<file path="config.mk">
export PLATFORM = sky130hd
export DESIGN_NAME = sqwave_pin_gen
export DESIGN_NICKNAME = d
export VERILOG_FILES = /design/src/rtl/sqw_pkg.sv /design/src/rtl/sqw_datapath.sv /design/src/rtl/sqw_ctrl.sv /design/src/rtl/sqwave_pin_gen.sv
export SDC_FILE = /design/constraint.sdc
export NUM_CORES = 1
export LEC_CHECK = 0
export BUFFER_PORTS_ARGS = -buffer_cell sky130_fd_sc_hd__buf_2
export CELL_PAD_IN_SITES_DETAIL_PLACEMENT = 1
export CELL_PAD_IN_SITES_GLOBAL_PLACEMENT = 1
export CORE_MARGIN = 4
export CORE_UTILIZATION = 48
export DETAILED_ROUTE_END_ITERATION = 8
export HOLD_SLACK_MARGIN = 0.05
export PLACE_DENSITY = 0.91
export SYNTH_ARGS = -nofsm -noshare
export SYNTH_HDL_FRONTEND = slang
export SYNTH_SLANG_ARGS = --single-unit
</file>
<file path="constraint.sdc">
create_clock -name clk -period 5.9 [get_ports clk]
set_input_delay 0.59 -clock clk [delete_from_list [all_inputs] [get_ports clk]]
set_output_delay 0.59 -clock clk [all_outputs]
set_load 0.01 [all_outputs]
</file>
<file path="src/rtl/sqw_pkg.sv">
package sqw_pkg;

  localparam int unsigned NUM_RATES = 4;

  // Rate codes seen on the rateSel input
  typedef enum logic [1:0] {
    RATE_SLOW  = 2'b00,  // 1 Hz
    RATE_MIDLO = 2'b01,  // 4.096 kHz
    RATE_MIDHI = 2'b10,  // 8.192 kHz
    RATE_BASE  = 2'b11   // 32.768 kHz
  } rate_e;

  // Strobes from the control to the datapath
  typedef struct packed {
    logic  load;    // take a new level into the wave register this cycle
    rate_e follow;  // tap whose next level is loaded
  } strobe_t;

endpackage

</file>
<file path="src/rtl/sqw_datapath.sv">
module sqw_datapath
  import sqw_pkg::*;
#(
  parameter int unsigned DIV_A = 4,
  parameter int unsigned DIV_B = 2,
  parameter int unsigned DIV_C = 4096
) (
  input  logic                 clk,
  input  logic                 rstN,
  input  logic                 oscTick,
  input  strobe_t              strb,
  input  logic                 sqwEn,
  input  logic                 intMode,
  input  logic                 alarmIrq,
  output logic [NUM_RATES-1:0] tapFlip,
  output logic                 pinOut,
  output logic                 secTick
);

  localparam int unsigned LOG_A = $clog2(DIV_A);
  localparam int unsigned LOG_B = $clog2(DIV_B);
  localparam int unsigned LOG_C = $clog2(DIV_C);
  // bit 0 is the undivided wave, one more bit per stage of division
  localparam int unsigned CNT_W = LOG_A + LOG_B + LOG_C + 1;
  localparam logic [CNT_W-1:0] CNT_ONE = 1;

  logic [CNT_W-1:0]     cnt;
  logic [NUM_RATES-1:0] tapLvl;
  logic                 sqOut;

  // One tap per rate code: the counter bit at that stage boundary
  for (genvar i = 0; i < NUM_RATES; i++) begin : g_tap
    localparam int unsigned POS = (i == 0) ? CNT_W - 1 :
                                  (i == 1) ? LOG_A + LOG_B :
                                  (i == 2) ? LOG_A : 0;
    assign tapLvl[i] = cnt[POS];
    if (POS == 0) begin : g_lsb
      assign tapFlip[i] = oscTick;
    end else begin : g_upper
      assign tapFlip[i] = oscTick & (&cnt[POS-1:0]);
    end
  end

  always_ff @(posedge clk or negedge rstN) begin
    if (!rstN) begin
      cnt     <= '0;
      sqOut   <= 1'b0;
      secTick <= 1'b0;
    end else begin
      if (oscTick) cnt <= cnt + CNT_ONE;
      if (strb.load) sqOut <= ~tapLvl[strb.follow];
      secTick <= tapFlip[RATE_SLOW] & ~tapLvl[RATE_SLOW];
    end
  end

  // Pin mux: interrupt mode wins, then the release when the wave is off
  always_comb begin
    if (intMode)     pinOut = ~alarmIrq;
    else if (sqwEn)  pinOut = sqOut;
    else             pinOut = 1'b1;
  end

endmodule

</file>
<file path="src/rtl/sqw_ctrl.sv">
module sqw_ctrl
  import sqw_pkg::*;
(
  input  logic                 clk,
  input  logic                 rstN,
  input  logic [1:0]           rateSel,
  input  logic [NUM_RATES-1:0] tapFlip,
  output strobe_t              strb
);

  rate_e activeSel;
  rate_e reqSel;
  logic  switchNow;

  assign reqSel = rate_e'(rateSel);

  // Hand over only on a tick where the requested wave toggles
  always_comb begin
    switchNow   = (reqSel != activeSel) && tapFlip[reqSel];
    strb.follow = switchNow ? reqSel : activeSel;
    strb.load   = tapFlip[strb.follow];
  end

  always_ff @(posedge clk or negedge rstN) begin
    if (!rstN)          activeSel <= RATE_SLOW;
    else if (switchNow) activeSel <= reqSel;
  end

endmodule

</file>
<file path="src/rtl/sqwave_pin_gen.sv">
module sqwave_pin_gen
  import sqw_pkg::*;
#(
  parameter int unsigned DIV_A = 4,
  parameter int unsigned DIV_B = 2,
  parameter int unsigned DIV_C = 4096
) (
  input  logic       clk,
  input  logic       rstN,
  input  logic       oscTick,
  input  logic [1:0] rateSel,
  input  logic       sqwEn,
  input  logic       intMode,
  input  logic       alarmIrq,
  output logic       pinOut,
  output logic       secTick
);

  strobe_t              strb;
  logic [NUM_RATES-1:0] tapFlip;

  sqw_ctrl i_ctrl (
    .clk     (clk),
    .rstN    (rstN),
    .rateSel (rateSel),
    .tapFlip (tapFlip),
    .strb    (strb)
  );

  sqw_datapath #(
    .DIV_A (DIV_A),
    .DIV_B (DIV_B),
    .DIV_C (DIV_C)
  ) i_dp (
    .clk      (clk),
    .rstN     (rstN),
    .oscTick  (oscTick),
    .strb     (strb),
    .sqwEn    (sqwEn),
    .intMode  (intMode),
    .alarmIrq (alarmIrq),
    .tapFlip  (tapFlip),
    .pinOut   (pinOut),
    .secTick  (secTick)
  );

endmodule

</file>
* Word level (Yosys, flattened, before mapping)
Index checks and enable logic that the tools add are counted.
** Word-level totals
- Flip-flop bits (word level) :: 20
- Input bits :: 8
- Output and inout port bits :: 2
- Logic and storage cells :: 28
** Cells by class
- $add $sub $neg :: 1
- $lt $le $gt $ge :: 2
- Eq/ne operators :: 1
- Multiplexer cells :: 9
- Bitwise logic cells :: 7
- Reduce and logical (&&, ||, !) cells :: 4
** Operators with widths (number)
- 16-bit by 1-bit adder with 16-bit output, second input constant :: 1
- 15-bit AND reduction :: 1
- 1-bit binary-select mux with 2-bit select :: 3
- 2-bit by 3-bit less-than comparator with 1-bit output, second input constant :: 2
- 1-bit two-way mux :: 5
- 1-bit bitwise AND :: 4
- 1-bit NOT :: 3
- 3-bit AND reduction :: 1
- 2-bit two-way mux :: 1
- 2-bit != test :: 1
- 2-bit AND reduction :: 1
- 1-bit logical AND :: 1

* Depth between registers and ports, before layout
- Depth after elaboration :: 9
- Gate-level depth with buffers :: 8
- Depth with buffers taken out :: 8

* Cells and area by module
From an unflattened synthesis, not the netlist that was laid out.
** Second synthesis, totals
- Cells, all modules :: 105
- Area, all modules :: 1148.6 sq um
** By module, submodules not included
- sqw_datapath :: instances 1, cells each 69, area each 879.6 sq um, sequential area each 450.4 sq um
- sqw_ctrl :: instances 1, cells each 36, area each 269.0 sq um, sequential area each 50.0 sq um

* Worst setup path before layout
OpenSTA, ideal clock, no wires.
- Path type :: reg2reg
- Start point :: reg i_dp.cnt[0]
- End point :: reg i_dp.sqOut
- Setup time :: 125 ps
- Arrival time :: 2012 ps
- Required time :: 5775 ps
- Slack :: 3763 ps
- Stages on the path, launching flop included :: 9
- Buffers on the path :: 1
- Period minus slack after synthesis :: 2137 ps
- Cell sequence :: dfrtp_1 -> ha_1 -> buf_2 -> nand4_1 -> nor4_1 -> o22ai_2 -> mux2i_1 -> mux2_1 -> mux2_4
** RTL lines
- start, declared :: RTL line sqw_datapath.sv:27 : logic [CNT_W-1:0] cnt;
- start signal, assigned :: RTL line sqw_datapath.sv:50 : if (oscTick) cnt <= cnt + CNT_ONE;
- end signal, assigned :: RTL line sqw_datapath.sv:51 : if (strb.load) sqOut <= ~tapLvl[strb.follow];
- end, declared :: RTL line sqw_datapath.sv:29 : logic sqOut;

==> results.json <==
{
  "syn-instance-count": 94,
  "criticalPathCategory": "reg -> reg",
  "viasPerCell": 5.70,
  "rsz0062_at_grt": "false",
  "drt_iter0_drc": 2,
  "grt_pass1_vias": 803,
  "fin_nets": 116,
  "die_h_microns": 54.7,
  "critPathSlowestCell": "dfrtp_1",
  "fillCellCount": 230,
  "sw_frac_of_total_pct": 34.9,
  "cts_tree": "done",
  "drive_gt1_share_pct": 21.0,
  "critPathLaunchType": "flip-flop",
  "antenna_found_initial": 0,
  "ctsHtreeMaxLevel": 1,
  "yosysMostFrequentCell": "dfrtp_1",
  "clk_pin_slew_ns": 0.12,
  "cts_resized": 0,
  "clock_latency_ns": 0.30,
  "synth.cell_area_sq_um": 1050,
  "die_area_sq_um": 2990,
  "p_leak_nw": 0.536,
  "synth_edf_count": 0,
  "seq_area_frac_synth_pct": 47.8,
  "multi_input_area_sq_um": 533,
  "status": "finished clean",
  "hold_path.class": "in -> async",
  "drv_slew": 0,
  "p_int_mw": 0.262,
  "tightest_slew_ns": 0.462,
  "drc": 0,
  "yosysUniqueCellTypes": 34,
  "io_pins": 10,
  "fin_setup_tns_ns": 0,
  "ys.warnings.count": 0,
  "setup_viol_count_final": 0,
  "p_clk_share_pct": 20.1,
  "grt_pass1_wl_microns": 3890,
  "crit_chain": "ha_1 > nand4_1 > nor4_1 > o22ai_2 > mux2i_1 > mux2_1 > mux2_4",
  "ys_top_cells_by_count": "dfrtp_1 (20), nand3_1 (11), xnor2_1 (8)",
  "grt_overflow": 0,
  "power.density_nw_per_um2": 351,
  "portBuffers": 9,
  "clockBufferDepth": 2,
  "cp-startpoint": "i_dp.cnt[0]$_DFFE_PN0P_",
  "syn_area_per_cell_sq_um": 11.1,
  "cp_data_required_time_ns": 6.10,
  "cts_made_buffers": 3,
  "vias": 752,
  "reg2reg_slack_ns": 3.39,
  "slew_headroom_pct": 69.2,
  "ys.flop_type": "dfrtp_1",
  "combPwrFrac_pct": 28.7,
  "syn_nets": 104,
  "cts.sinks": 20,
  "coreArea_sq_um": 2020,
  "cts-root-buf": "clkbuf_4",
  "finalCritPeriodShare_pct": 42.6,
  "synth_top_cell_area_share_pct": 47.8,
  "grt_max_degree": 21,
  "cts_setup_buffers": 0,
  "path_delay_family": "multiplexers",
  "synth_top_area_cell": "dfrtp_1",
  "num_rows": 16,
  "crit_arrival_ns": 2.71,
  "critPathMaxStageDelay_ns": 0.45,
  "dieWidth_microns": 54.7,
  "crit_path_end_kind": "flip-flop",
  "worstReg2RegStart": "i_dp.cnt[0]$_DFFE_PN0P_",
  "wl_per_cell_microns": 17.8,
  "ys_ff_latch": 20,
  "critical_path_buf_inv_count": 0,
  "ir_drop_mv": 0.164,
  "cts_hold_buf": 0,
  "wirelength_microns": 2360,
  "place_congestion": 0.738,
  "max_cap_viol_count": 0,
  "async_reset_ff_share_pct": 100,
  "syn_to_final_growth_pct": 9.81,
  "grt_use_total_pct": 18.8,
  "regArea_sq_um": 500,
  "postRouteAntennaNets": 0,
  "timing.fmax_mhz": 398,
  "post-route-min-period_ns": 2.51,
  "hold_viol": 0,
  "path_max_fanout": 9,
  "place_hpwl_microns": 1720,
  "drt-pass1-iter-count": 4,
  "p_sw_mw": 0.141,
  "antenna_cells": 0,
  "p_seq_share_pct": 51.2,
  "clock-skew-final_ns": 0.00451,
  "hold_ws_ns": 0.215,
  "initial_utilization_pct": 51.7,
  "netlist_top_cells_area": "dfrtp_1 (48%), xnor2_1 (6.7%), nand3_1 (5.3%)"
}
cells in the final DEF (no fill, tap or decap):
cell / instances
o211ai_2: 1
xnor2_1: 8
nand4_1: 4
o21ai_1: 1
nand4_2: 1
o22ai_2: 1
nor4_1: 1
o311ai_0: 1
nor4_4: 1
nand2_1: 7
clkbuf_8: 1
mux2_1: 1
and4_1: 1
nor2_1: 6
nor2b_1: 1
nor3_2: 1
o221ai_1: 1
dfrtp_1: 20
mux2i_1: 2
ha_1: 2
a21oi_1: 2
nand4b_1: 1
clkbuf_4: 3
xor2_1: 6
mux2_2: 2
nor3_1: 1
or3_1: 1
nor3b_1: 1
nand3_1: 11
nand2b_1: 1
mux2_4: 1
o21ai_2: 1
o21a_1: 2
a21o_1: 1
buf_2: 9
logic make-up after synthesis:
group	count (synthesis)	share of synthesized area (%)
AND/OR/NAND/NOR	39	21.8
flip-flops	20	47.8
XOR/XNOR	14	11.7
AO/OA/AOI/OAI	11	8.49
multiplexers	6	6.58
buffers and inverters	2	1.20
adder cells (fa/ha/maj)	2	2.39
layer usage:
metal	vias to the layer above	part of all wire (%)	GRT usage [%]
met5	-	0	0
met4	0	1.6	8.71
met3	4	2.4	2.45
met2	9	52	32.3
met1	372	44	22.9
li1	367	-	-
worst paths after layout:
kind / endpoint / cells past startpoint
max in group asynchronous: i_dp.sqOut$_DFFE_PN0P_ / 1
min reg2reg: i_dp.secTick$_DFF_PN0_ / 1
min: i_dp.cnt[11]$_DFFE_PN0P_ / 1
max reg2reg: i_dp.sqOut$_DFFE_PN0P_ / 7
max: i_dp.sqOut$_DFFE_PN0P_ / 7
min in group clk: i_dp.secTick$_DFF_PN0_ / 1
state kept, by name, indices dropped and copies added (netlist names):
register and count:
i_dp.sqOut 1, i_dp.cnt 16, i_ctrl.activeSel 2, i_dp.secTick 1
stage by stage:
stage	instance area [sq um]	power [mW]	std cells	utilization [%]	worst slack, ns
CTS	1150	0.408	132	56.8	3.39
finish	1150	0.403	132	56.8	3.39
global placement	1110	0.307	128	55.0	3.53
detailed placement	1110	0.324	128	55.0	3.46
global route	1150	0.428	132	56.8	3.21
floorplan	1050	0.283	94	-	3.76
worst register-to-register path: stages (launching register included):
cell,delay [ns]
dfrtp_1,0.45
ha_1,0.44
nand4_1,0.28
nor4_1,0.37
o22ai_2,0.18
mux2i_1,0.16
mux2_1,0.29
mux2_4,0.26
layout make-up:
type,instances,share of cell area (%)
Tap cell,27,2.94
Multi-Input combinational cell,72,46.4
Sequential cell,20,43.6
Clock buffer,4,3.16
Timing Repair Buffer,9,3.92
power groups by stage:
stage / clock (mW) / combinational (mW) / sequential, mW
after global placement: 0 / 0.103 / 0.204
after detailed placement: 0 / 0.116 / 0.208
after floorplan: 0 / 0.0870 / 0.196
final: 0.0810 / 0.116 / 0.206
after CTS: 0.0830 / 0.118 / 0.206
after global routing: 0.0908 / 0.125 / 0.212
Note: power is estimated with default switching activity, not from simulation.
